[config.mk]
export PLATFORM = sky130hd
export DESIGN_NAME = safety_mon
export DESIGN_NICKNAME = d
export VERILOG_FILES = /design/src/rtl/safety_mon_pkg.sv /design/src/rtl/safety_mon_ctrl.sv /design/src/rtl/safety_mon_dp.sv /design/src/rtl/safety_mon.sv
export SDC_FILE = /design/constraint.sdc
export NUM_CORES = 1
export LEC_CHECK = 0
export CORE_AREA = 2 2 39 41
export DETAILED_ROUTE_END_ITERATION = 7
export DIE_AREA = 0 0 41 43
export DONT_BUFFER_PORTS = 1
export GPL_TIMING_DRIVEN = 0
export PLACE_DENSITY = 0.37
export SLEW_MARGIN = 20
export SYNTH_ARGS = -nofsm -noshare
export SYNTH_HDL_FRONTEND = slang
export SYNTH_SLANG_ARGS = --single-unit
[constraint.sdc]
create_clock -name clk -period 1.8 [get_ports clk]
set_input_delay 0.36 -clock clk [delete_from_list [all_inputs] [get_ports clk]]
set_output_delay 0.36 -clock clk [all_outputs]
set_load 0.02 [all_outputs]
[src/rtl/safety_mon_pkg.sv]
package safety_mon_pkg;

  localparam int NUM_FLAGS = 4;
  localparam int TYPE_W    = 2;

  // flag bit positions
  localparam int FLAG_CLK = 0;
  localparam int FLAG_SEQ = 1;
  localparam int FLAG_SW  = 2;
  localparam int FLAG_WP  = 3;

  typedef enum logic [TYPE_W-1:0] {
    ERR_NONE    = 2'd0,
    ERR_RD_DIS  = 2'd1,
    ERR_RD_NRDY = 2'd2,
    ERR_WP      = 2'd3
  } errType_e;

  typedef enum logic {
    CLS_WARN = 1'b0,
    CLS_ERR  = 1'b1
  } errClass_e;

  typedef struct packed {
    logic [NUM_FLAGS-1:0] setFlags;
    logic                 clrStatus;
    logic                 clrInt;
    logic                 loadErr;
    errType_e             newType;
    errClass_e            newClass;
  } monStrobes_t;

endpackage

[src/rtl/safety_mon_ctrl.sv]
module safety_mon_ctrl
  import safety_mon_pkg::*;
(
  input  logic        clkFaultPulse,
  input  logic        seqFaultPulse,
  input  logic        wpViolPulse,
  input  logic        rdData,
  input  logic        rdStatus,
  input  logic        rdIntStatus,
  input  logic        genEnable,
  input  logic        dataReady,
  input  logic        errPending,
  output monStrobes_t stb
);

  logic rdWhileOff;
  logic rdNotReady;
  logic anyAccessErr;

  assign rdWhileOff   = rdData & ~genEnable;
  assign rdNotReady   = rdData & genEnable & ~dataReady;
  assign anyAccessErr = rdWhileOff | rdNotReady | wpViolPulse;

  always_comb begin
    stb = '0;
    stb.setFlags[FLAG_CLK] = clkFaultPulse;
    stb.setFlags[FLAG_SEQ] = seqFaultPulse;
    stb.setFlags[FLAG_SW]  = rdWhileOff | rdNotReady;
    stb.setFlags[FLAG_WP]  = wpViolPulse;
    stb.clrStatus = rdStatus;
    stb.clrInt    = rdIntStatus;
    // priority: disabled read, not-ready read, protected write
    if (rdWhileOff) begin
      stb.newType  = ERR_RD_DIS;
      stb.newClass = CLS_ERR;
    end else if (rdNotReady) begin
      stb.newType  = ERR_RD_NRDY;
      stb.newClass = CLS_WARN;
    end else if (wpViolPulse) begin
      stb.newType  = ERR_WP;
      stb.newClass = CLS_ERR;
    end else begin
      stb.newType  = ERR_NONE;
      stb.newClass = CLS_WARN;
    end
    // first error is held unless the field is being cleared this cycle
    stb.loadErr = anyAccessErr & (~errPending | rdStatus);
  end

endmodule

[src/rtl/safety_mon_dp.sv]
module safety_mon_dp
  import safety_mon_pkg::*;
(
  input  logic                 clk,
  input  logic                 rstN,
  input  monStrobes_t          stb,
  output logic [NUM_FLAGS-1:0] flags,
  output errType_e             errTypeQ,
  output errClass_e            errClassQ,
  output logic                 safetyQ,
  output logic                 errPending
);

  logic [NUM_FLAGS-1:0] flagsNext;

  for (genvar i = 0; i < NUM_FLAGS; i++) begin : g_flag
    logic flagQ;
    // a set in the clearing cycle wins
    assign flagsNext[i] = (flagQ & ~stb.clrStatus) | stb.setFlags[i];
    always_ff @(posedge clk) begin
      if (!rstN) flagQ <= 1'b0;
      else       flagQ <= flagsNext[i];
    end
    assign flags[i] = flagQ;
  end

  always_ff @(posedge clk) begin
    if (!rstN) begin
      errTypeQ  <= ERR_NONE;
      errClassQ <= CLS_WARN;
    end else if (stb.loadErr) begin
      errTypeQ  <= stb.newType;
      errClassQ <= stb.newClass;
    end else if (stb.clrStatus) begin
      errTypeQ  <= ERR_NONE;
      errClassQ <= CLS_WARN;
    end
  end

  always_ff @(posedge clk) begin
    if (!rstN) safetyQ <= 1'b0;
    else       safetyQ <= (|flagsNext) | (safetyQ & ~stb.clrInt);
  end

  assign errPending = (errTypeQ != ERR_NONE);

endmodule

[src/rtl/safety_mon.sv]
module safety_mon
  import safety_mon_pkg::*;
(
  input  logic              clk,
  input  logic              rstN,
  input  logic              clkFaultPulse,
  input  logic              seqFaultPulse,
  input  logic              wpViolPulse,
  input  logic              rdData,
  input  logic              rdStatus,
  input  logic              rdIntStatus,
  input  logic              genEnable,
  input  logic              dataReady,
  input  logic              intMask,
  output logic              flagClkFault,
  output logic              flagSeqFault,
  output logic              flagSwErr,
  output logic              flagWpViol,
  output logic [TYPE_W-1:0] errType,
  output logic              errClass,
  output logic              safetyFlag,
  output logic              irq
);

  monStrobes_t          stb;
  logic [NUM_FLAGS-1:0] flags;
  errType_e             errTypeQ;
  errClass_e            errClassQ;
  logic                 errPending;

  safety_mon_ctrl u_ctrl (
    .clkFaultPulse (clkFaultPulse),
    .seqFaultPulse (seqFaultPulse),
    .wpViolPulse   (wpViolPulse),
    .rdData        (rdData),
    .rdStatus      (rdStatus),
    .rdIntStatus   (rdIntStatus),
    .genEnable     (genEnable),
    .dataReady     (dataReady),
    .errPending    (errPending),
    .stb           (stb)
  );

  safety_mon_dp u_dp (
    .clk        (clk),
    .rstN       (rstN),
    .stb        (stb),
    .flags      (flags),
    .errTypeQ   (errTypeQ),
    .errClassQ  (errClassQ),
    .safetyQ    (safetyFlag),
    .errPending (errPending)
  );

  assign flagClkFault = flags[FLAG_CLK];
  assign flagSeqFault = flags[FLAG_SEQ];
  assign flagSwErr    = flags[FLAG_SW];
  assign flagWpViol   = flags[FLAG_WP];
  assign errType      = errTypeQ;
  assign errClass     = errClassQ;
  assign irq          = safetyFlag & intMask;

endmodule

==> results.py, run 1 <==
metrics = {
    "yosys": {
        "avgSynthCellArea_sq_um": 9.090,
        "synth_edf_count": 0,
        "ys_warn_count": 0,
        "ys_types": 17,
        "synthTopCellsByArea": "dfxtp_1 45%, a21oi_1 8.1%, a2111oi_2 4.9%",
        "yosys.area.top_type_share_pct": 45.34,
        "synth_commonest_cells": "7 x dfxtp_1, 5 x a21oi_1, 4 x inv_1, 3 x nand2_1, 3 x nor2_1",
        "synthCells": 34,
        "async_reset_ff_share_pct": 0,
        "synthFlopType": "dfxtp_1",
        "yosysSeqAreaShare_pct": 45.34,
        "syn-cell-area_sq_um": 309.0,
        "ys_seq_elements": 7,
        "yosysTopAreaCell": "dfxtp_1",
        "syn-num-nets": 45,
        "synth_most_common_cell": "dfxtp_1",
    },
    "place": {
        "portBuffers": 0,
        "dp_hpwl_um": 550.7,
        "dp_cells": 50,
        "pre_cts_slack_ns": 0.6929,
        "routabilityCongestion": 0.6332,
        "placed_area_sq_um": 329.1,
    },
    "clocking": {
        "cts_buffer_depth": 2,
        "post_cts_resized": 0,
        "htree_levels": 1,
        "cts_setup_buffers": 0,
        "cts_hold_buf": 0,
        "worst_skew_pair.late_latency_ns": 0.24,
        "cts_tree": "done",
        "root_buffer": "clkbuf_4",
        "clkTransAtPathRegs_ns": 0.05,
        "cts_buffers": 3,
        "numClockSinks": 7,
    },
    "detailed_routing": {
        "dr.pass1.iters": 2,
        "drc": 0,
        "avgViaCountPerCell": 4.667,
        "wl_um": 663,
        "routedWlPerCell_um": 12.28,
        "antenna_left": 0,
        "vias": 252,
        "drt_iter0_markers": 2,
    },
    "sta": {
        "drv_slew": 0,
        "min_period_over_period_pct": 75.45,
        "maxSlewHeadroom_pct": 78.12,
        "fmax_ghz": 0.7363,
        "worst_pin_slew_ns": 0.3277,
        "finalWorstSetupSlack_ns": 0.4419,
        "post-route-min-period_ns": 1.358,
        "grt_setup_unrepaired": "no",
        "skew_ns": 0.005454,
        "setup_violations": 0,
        "hold_viol_final": 0,
        "tns_ns": 0,
    },
    "floorplan": {
        "rows": 14,
        "ioPinCount": 20,
        "die_w_um": 41,
        "start_util_pct": 22.33,
        "fp.coreArea_sq_um": 1384,
        "die_y_um": 43,
        "die-area_sq_um": 1763,
    },
    "finish": {
        "drive_gt1_share_pct": 18.42,
        "antennaDiodeCount": 0,
        "final_net_count": 50,
        "area_growth_pct": 14.98,
        "final_util_pct": 25.68,
        "stdcell_count": 54,
        "final_area_sq_um": 355.3,
    },
    "setup_path": {
        "worstPathArrival_ns": 1.00,
        "cp_slowest_cell": "dfxtp_1",
        "critPathCaptureType": "output pin",
        "r2r_slack_ns": 0.75,
        "worstSetupPathType": "reg2out",
        "crit_path_max_incr_delay_ns": 0.47,
        "crit_fanout": 3,
        "cp_top_family": "flip-flops",
        "path_cells": "and2_1",
        "critPathLaunchType": "register",
        "worstPathRequired_ns": 1.44,
        "cp.buffers_inverters": 0,
    },
    "flow_run": {
        "maxCapViolCount": 0,
    },
    "worst_hold_path": {
        "min_path_type": "in2reg",
    },
    "power": {
        "cellLeakagePower_nw": 0.1504,
        "ir_drop_mv": 0.2850,
        "powerDensity_nw_per_um2": 1035,
    },
    "run_status": {
        "status": "completed",
    },
    "grt": {
        "use_met3_pct": 3.665,
        "use_met1_pct": 8.117,
        "top_usage_layer": "met2",
        "grt.met2_usage_pct": 11.88,
        "grt_max_degree": 8,
        "overflow": 0,
        "grt_pass1_vias": 210,
        "grt_antenna_before_repair": 0,
        "grt_first_pass_wirelength_um": 903,
        "grt_usage_pct": 8.258,
    },
}
cell usage in the layout (no fill, tap or decap):
cell type	count
dfxtp_1	7
inv_1	4
nand2_1	3
a2111oi_2	1
a31oi_1	1
nand3_1	1
nor2b_4	1
o21a_1	1
buf_4	1
a221oi_2	1
nand2b_1	1
and2b_1	1
o41ai_1	1
clkbuf_1	1
nor2_1	3
o31ai_1	1
a21oi_1	5
clkbuf_4	3
and2_1	1
per-layer routing:
metal,vias up,share of wire (%)
met2,10,48
met3,2,8.7
met5,-,0
met4,0,1.5
li1,126,-
met1,114,42
layout make-up:
type                            count  area [sq um]
Tap cell                           16         20.02
Buffer                              1         7.507
Fill cell                         152          1028
Inverter                            4         15.01
Clock buffer                        4         26.28
Sequential cell                     7         140.1
Multi-Input combinational cell     22         146.4
state kept, by name, summed over array words and instances (netlist names):
register           count
u_dp.g_flag.flagQ      4
u_dp.safetyQ           1
u_dp.errTypeQ          2
through the flow:
step | hold WS [ns] | power (mW)
2_1_floorplan | 0.4774 | 0.2260
3_3_place_gp | 0.4823 | 0.2323
3_5_place_dp | 0.4854 | 0.2336
4_1_cts | 0.2280 | 0.3739
5_1_grt | 0.2271 | 0.3871
6_report | 0.2327 | 0.3678
kinds of logic after synthesis:
kind of cell,synth area share [%]
AND/OR/NAND/NOR,19.84
AO/OA/AOI/OAI,27.53
flip-flops,45.34
buffers and inverters,7.287
worst paths after layout:
| check | from | to | depth (start not counted) |
|---|---|---|---|
| worst max register to register | u_dp.g_flag[3].flagQ$_SDFF_PN0_ | u_dp.safetyQ$_SDFF_PN0_ | 2 |
| worst min register to register | u_dp.g_flag[2].flagQ$_SDFF_PN0_ | u_dp.g_flag[2].flagQ$_SDFF_PN0_ | 2 |
| worst min-delay path | rstN | u_dp.errTypeQ[1]$_SDFFE_PN0P_ | 1 |
| worst max-delay path | u_dp.safetyQ$_SDFF_PN0_ | irq | 1 |
power by group:
group,total [mW],switching [mW],internal (mW)
logic,0.0377,0.0199,0.0178
registers,0.192,0.0248,0.167
clock network,0.138,0.0540,0.0843
(Power assumes the default switching activity.)
==> run 2, diff against run 1 <==
Settings changed: ABC_AREA set to 1, PLACE_DENSITY 0.37 to 0.38.
Clock period 1.8 ns to 1.33 ns, I/O delays scaled along.
==> run 2 against run 1 <==
Total power increased by 36%; critical endpoint unchanged; synthesized cell count increased by 35%; cell area increased by 1.8%.
==> results.py, run 2 <==
metrics = {
    "finish": {
        "largest_reg_flops": 4,
        "layout_common_cells": "15 x nand2_1, 9 x inv_1, 7 x dfxtp_1",
        "area_growth_pct": 14.68,
        "layout_commonest_cell": "nand2_1",
        "antennaDiodeCount": 0,
        "num-fill-cells": 170,
        "final_net_count": 62,
        "multi_input_area_sq_um": 130.1,
        "drive_gt1_share_pct": 18.00,
        "ff_latch_area_sq_um": 140.1,
        "largest-register": "u_dp.g_flag.flagQ",
        "reg_top3": "u_dp.g_flag.flagQ x4, u_dp.errTypeQ x2, u_dp.safetyQ x1",
    },
    "clocking": {
        "cts_buffer_depth": 2,
        "post_cts_resized": 0,
        "cts_hold_buf": 0,
        "clkTransAtPathRegs_ns": 0.05,
        "numClockSinks": 7,
        "cts_setup_buffers": 0,
        "cts_buffers": 3,
        "cts_tree": "done",
        "worst_skew_pair.late_latency_ns": 0.25,
        "root_buffer": "clkbuf_4",
        "htree_levels": 1,
    },
    "flow_run": {
        "maxCapViolCount": 0,
    },
    "yosys": {
        "syn-cell-area_sq_um": 315.3,
        "yosys.area.top_type_share_pct": 44.44,
        "synth_commonest_cells": "15 x nand2_1, 9 x inv_1, 7 x dfxtp_1, 5 x a21oi_1",
        "async_reset_ff_share_pct": 0,
        "yosysTopAreaCell": "dfxtp_1",
        "synth_top_family_by_area": "simple AND/OR/NAND/NOR gates",
        "synth_most_common_cell": "nand2_1",
        "synth_adder_area_share_pct": 0,
        "synthCells": 46,
        "ys_types": 11,
        "synth.mux.area_fraction_pct": 0,
        "syn-num-nets": 57,
        "yosysSeqAreaShare_pct": 44.44,
        "avgSynthCellArea_sq_um": 6.854,
        "synthTopCellsByArea": "dfxtp_1 44%, nand2_1 18%, inv_1 11%",
        "synth-xor-area-share_pct": 0,
        "synthSimpleGateAreaFrac_pct": 30.56,
        "synthFlopType": "dfxtp_1",
        "synth_compound_area_share_pct": 10.71,
        "ys_seq_elements": 7,
        "ys_warn_count": 0,
        "synth_edf_count": 0,
    },
    "setup_path": {
        "cp_top_family": "flip-flops",
        "critPathCaptureType": "output pin",
        "crit_path_max_incr_delay_ns": 0.45,
        "worstSetupPathType": "reg2out",
        "crit_fanout": 3,
        "cp_slowest_cell": "dfxtp_1",
        "critPathLaunchType": "register",
        "path_cells": "nand2_1 > inv_1",
        "cp.buffers_inverters": 1,
        "worstPathArrival_ns": 0.94,
        "worstPathRequired_ns": 1.06,
    },
    "floorplan": {
        "die_w_um": 41,
        "ioPinCount": 20,
        "die_y_um": 43,
        "die-area_sq_um": 1763,
        "start_util_pct": 22.78,
        "rows": 14,
        "fp.coreArea_sq_um": 1384,
    },
    "power": {
        "total_power_mw": 0.5016,
        "ir_drop_mv": 0.4426,
        "powerDensity_nw_per_um2": 1387,
        "cellLeakagePower_nw": 0.2017,
    },
    "grt": {
        "grt_pass1_vias": 229,
        "grt_max_degree": 7,
        "grt_antenna_before_repair": 0,
        "grt_usage_pct": 9.538,
        "overflow": 0,
        "grt_first_pass_wirelength_um": 1007,
    },
    "sta": {
        "setup_violations": 0,
        "fmax_ghz": 0.8301,
        "worst_pin_slew_ns": 0.2616,
        "maxSlewHeadroom_pct": 82.54,
        "grt_setup_unrepaired": "no",
        "finalWorstSetupSlack_ns": 0.1254,
        "skew_ns": 0.0007920,
        "drv_slew": 0,
        "tns_ns": 0,
        "hold_viol_final": 0,
        "post-route-min-period_ns": 1.205,
        "hold_slack_ns": 0.1151,
        "min_period_over_period_pct": 90.58,
    },
    "detailed_routing": {
        "dr.pass1.iters": 1,
        "routedWlPerCell_um": 9.439,
        "avgViaCountPerCell": 4.106,
        "antenna_left": 0,
        "wl_um": 623,
        "drt_iter0_markers": 0,
        "drc": 0,
        "vias": 271,
    },
    "worst_hold_path": {
        "min_path_type": "in2reg",
    },
    "run_status": {
        "status": "completed",
    },
    "place": {
        "portBuffers": 0,
        "pre_cts_slack_ns": 0.3852,
        "dp_hpwl_um": 493.6,
        "routabilityCongestion": 0.6417,
    },
}
[run 2: through the flow]
stage,util (%),cell area [sq um],std cells
6_report,26.13,361.6,66
5_1_grt,26.13,361.6,66
4_1_cts,26.13,361.6,66
3_5_place_dp,24.23,335.3,62
3_3_place_gp,24.23,335.3,62
2_1_floorplan,-,315.3,46
[run 2: cell type report]
class	instances	share of cell area [%]
Buffer	1	2.076
Clock buffer	4	7.266
Inverter	10	10.38
Multi-Input combinational cell	28	35.99
Sequential cell	7	38.75
Tap cell	16	5.536
[run 2: cells by family after synthesis]
group | after synthesis
flops | 7
buf+inv | 11
compound gates | 6
simple gates | 22
[run 2: worst paths after layout]
kind                                                      start                               to  slack, ns  cells after the start
worst min register to register  u_dp.g_flag[0].flagQ$_SDFF_PN0_  u_dp.g_flag[0].flagQ$_SDFF_PN0_       0.58                      2
worst max register to register          u_dp.safetyQ$_SDFF_PN0_          u_dp.safetyQ$_SDFF_PN0_       0.48                      4
worst min-delay path                                       rstN  u_dp.g_flag[2].flagQ$_SDFF_PN0_       0.12                      2
worst max-delay path                    u_dp.safetyQ$_SDFF_PN0_                              irq       0.13                      2
[run 2: layer usage]
metal | track usage [%] | routed length (um) | up-vias
li1 | - | - | 144
met1 | 10.29 | 260 | 114
met2 | 10.63 | 283 | 11
met3 | 8.901 | 71 | 2
met4 | 8.000 | 8 | 0
met5 | 0 | 0 | -
[run 2: power breakdown]
group | internal, mW | switching (mW) | leakage, nW
Clock | 0.114 | 0.0756 | 0.0150
Combinational | 0.0210 | 0.0357 | 0.128
Sequential | 0.226 | 0.0291 | 0.0585
[run 2: worst reg2reg max path, stage by stage (launching register included)]
cell and delay, ns:
dfxtp_1 0.45, nand2_1 0.08, nand3_1 0.09, nor2_1 0.05, a21oi_1 0.11
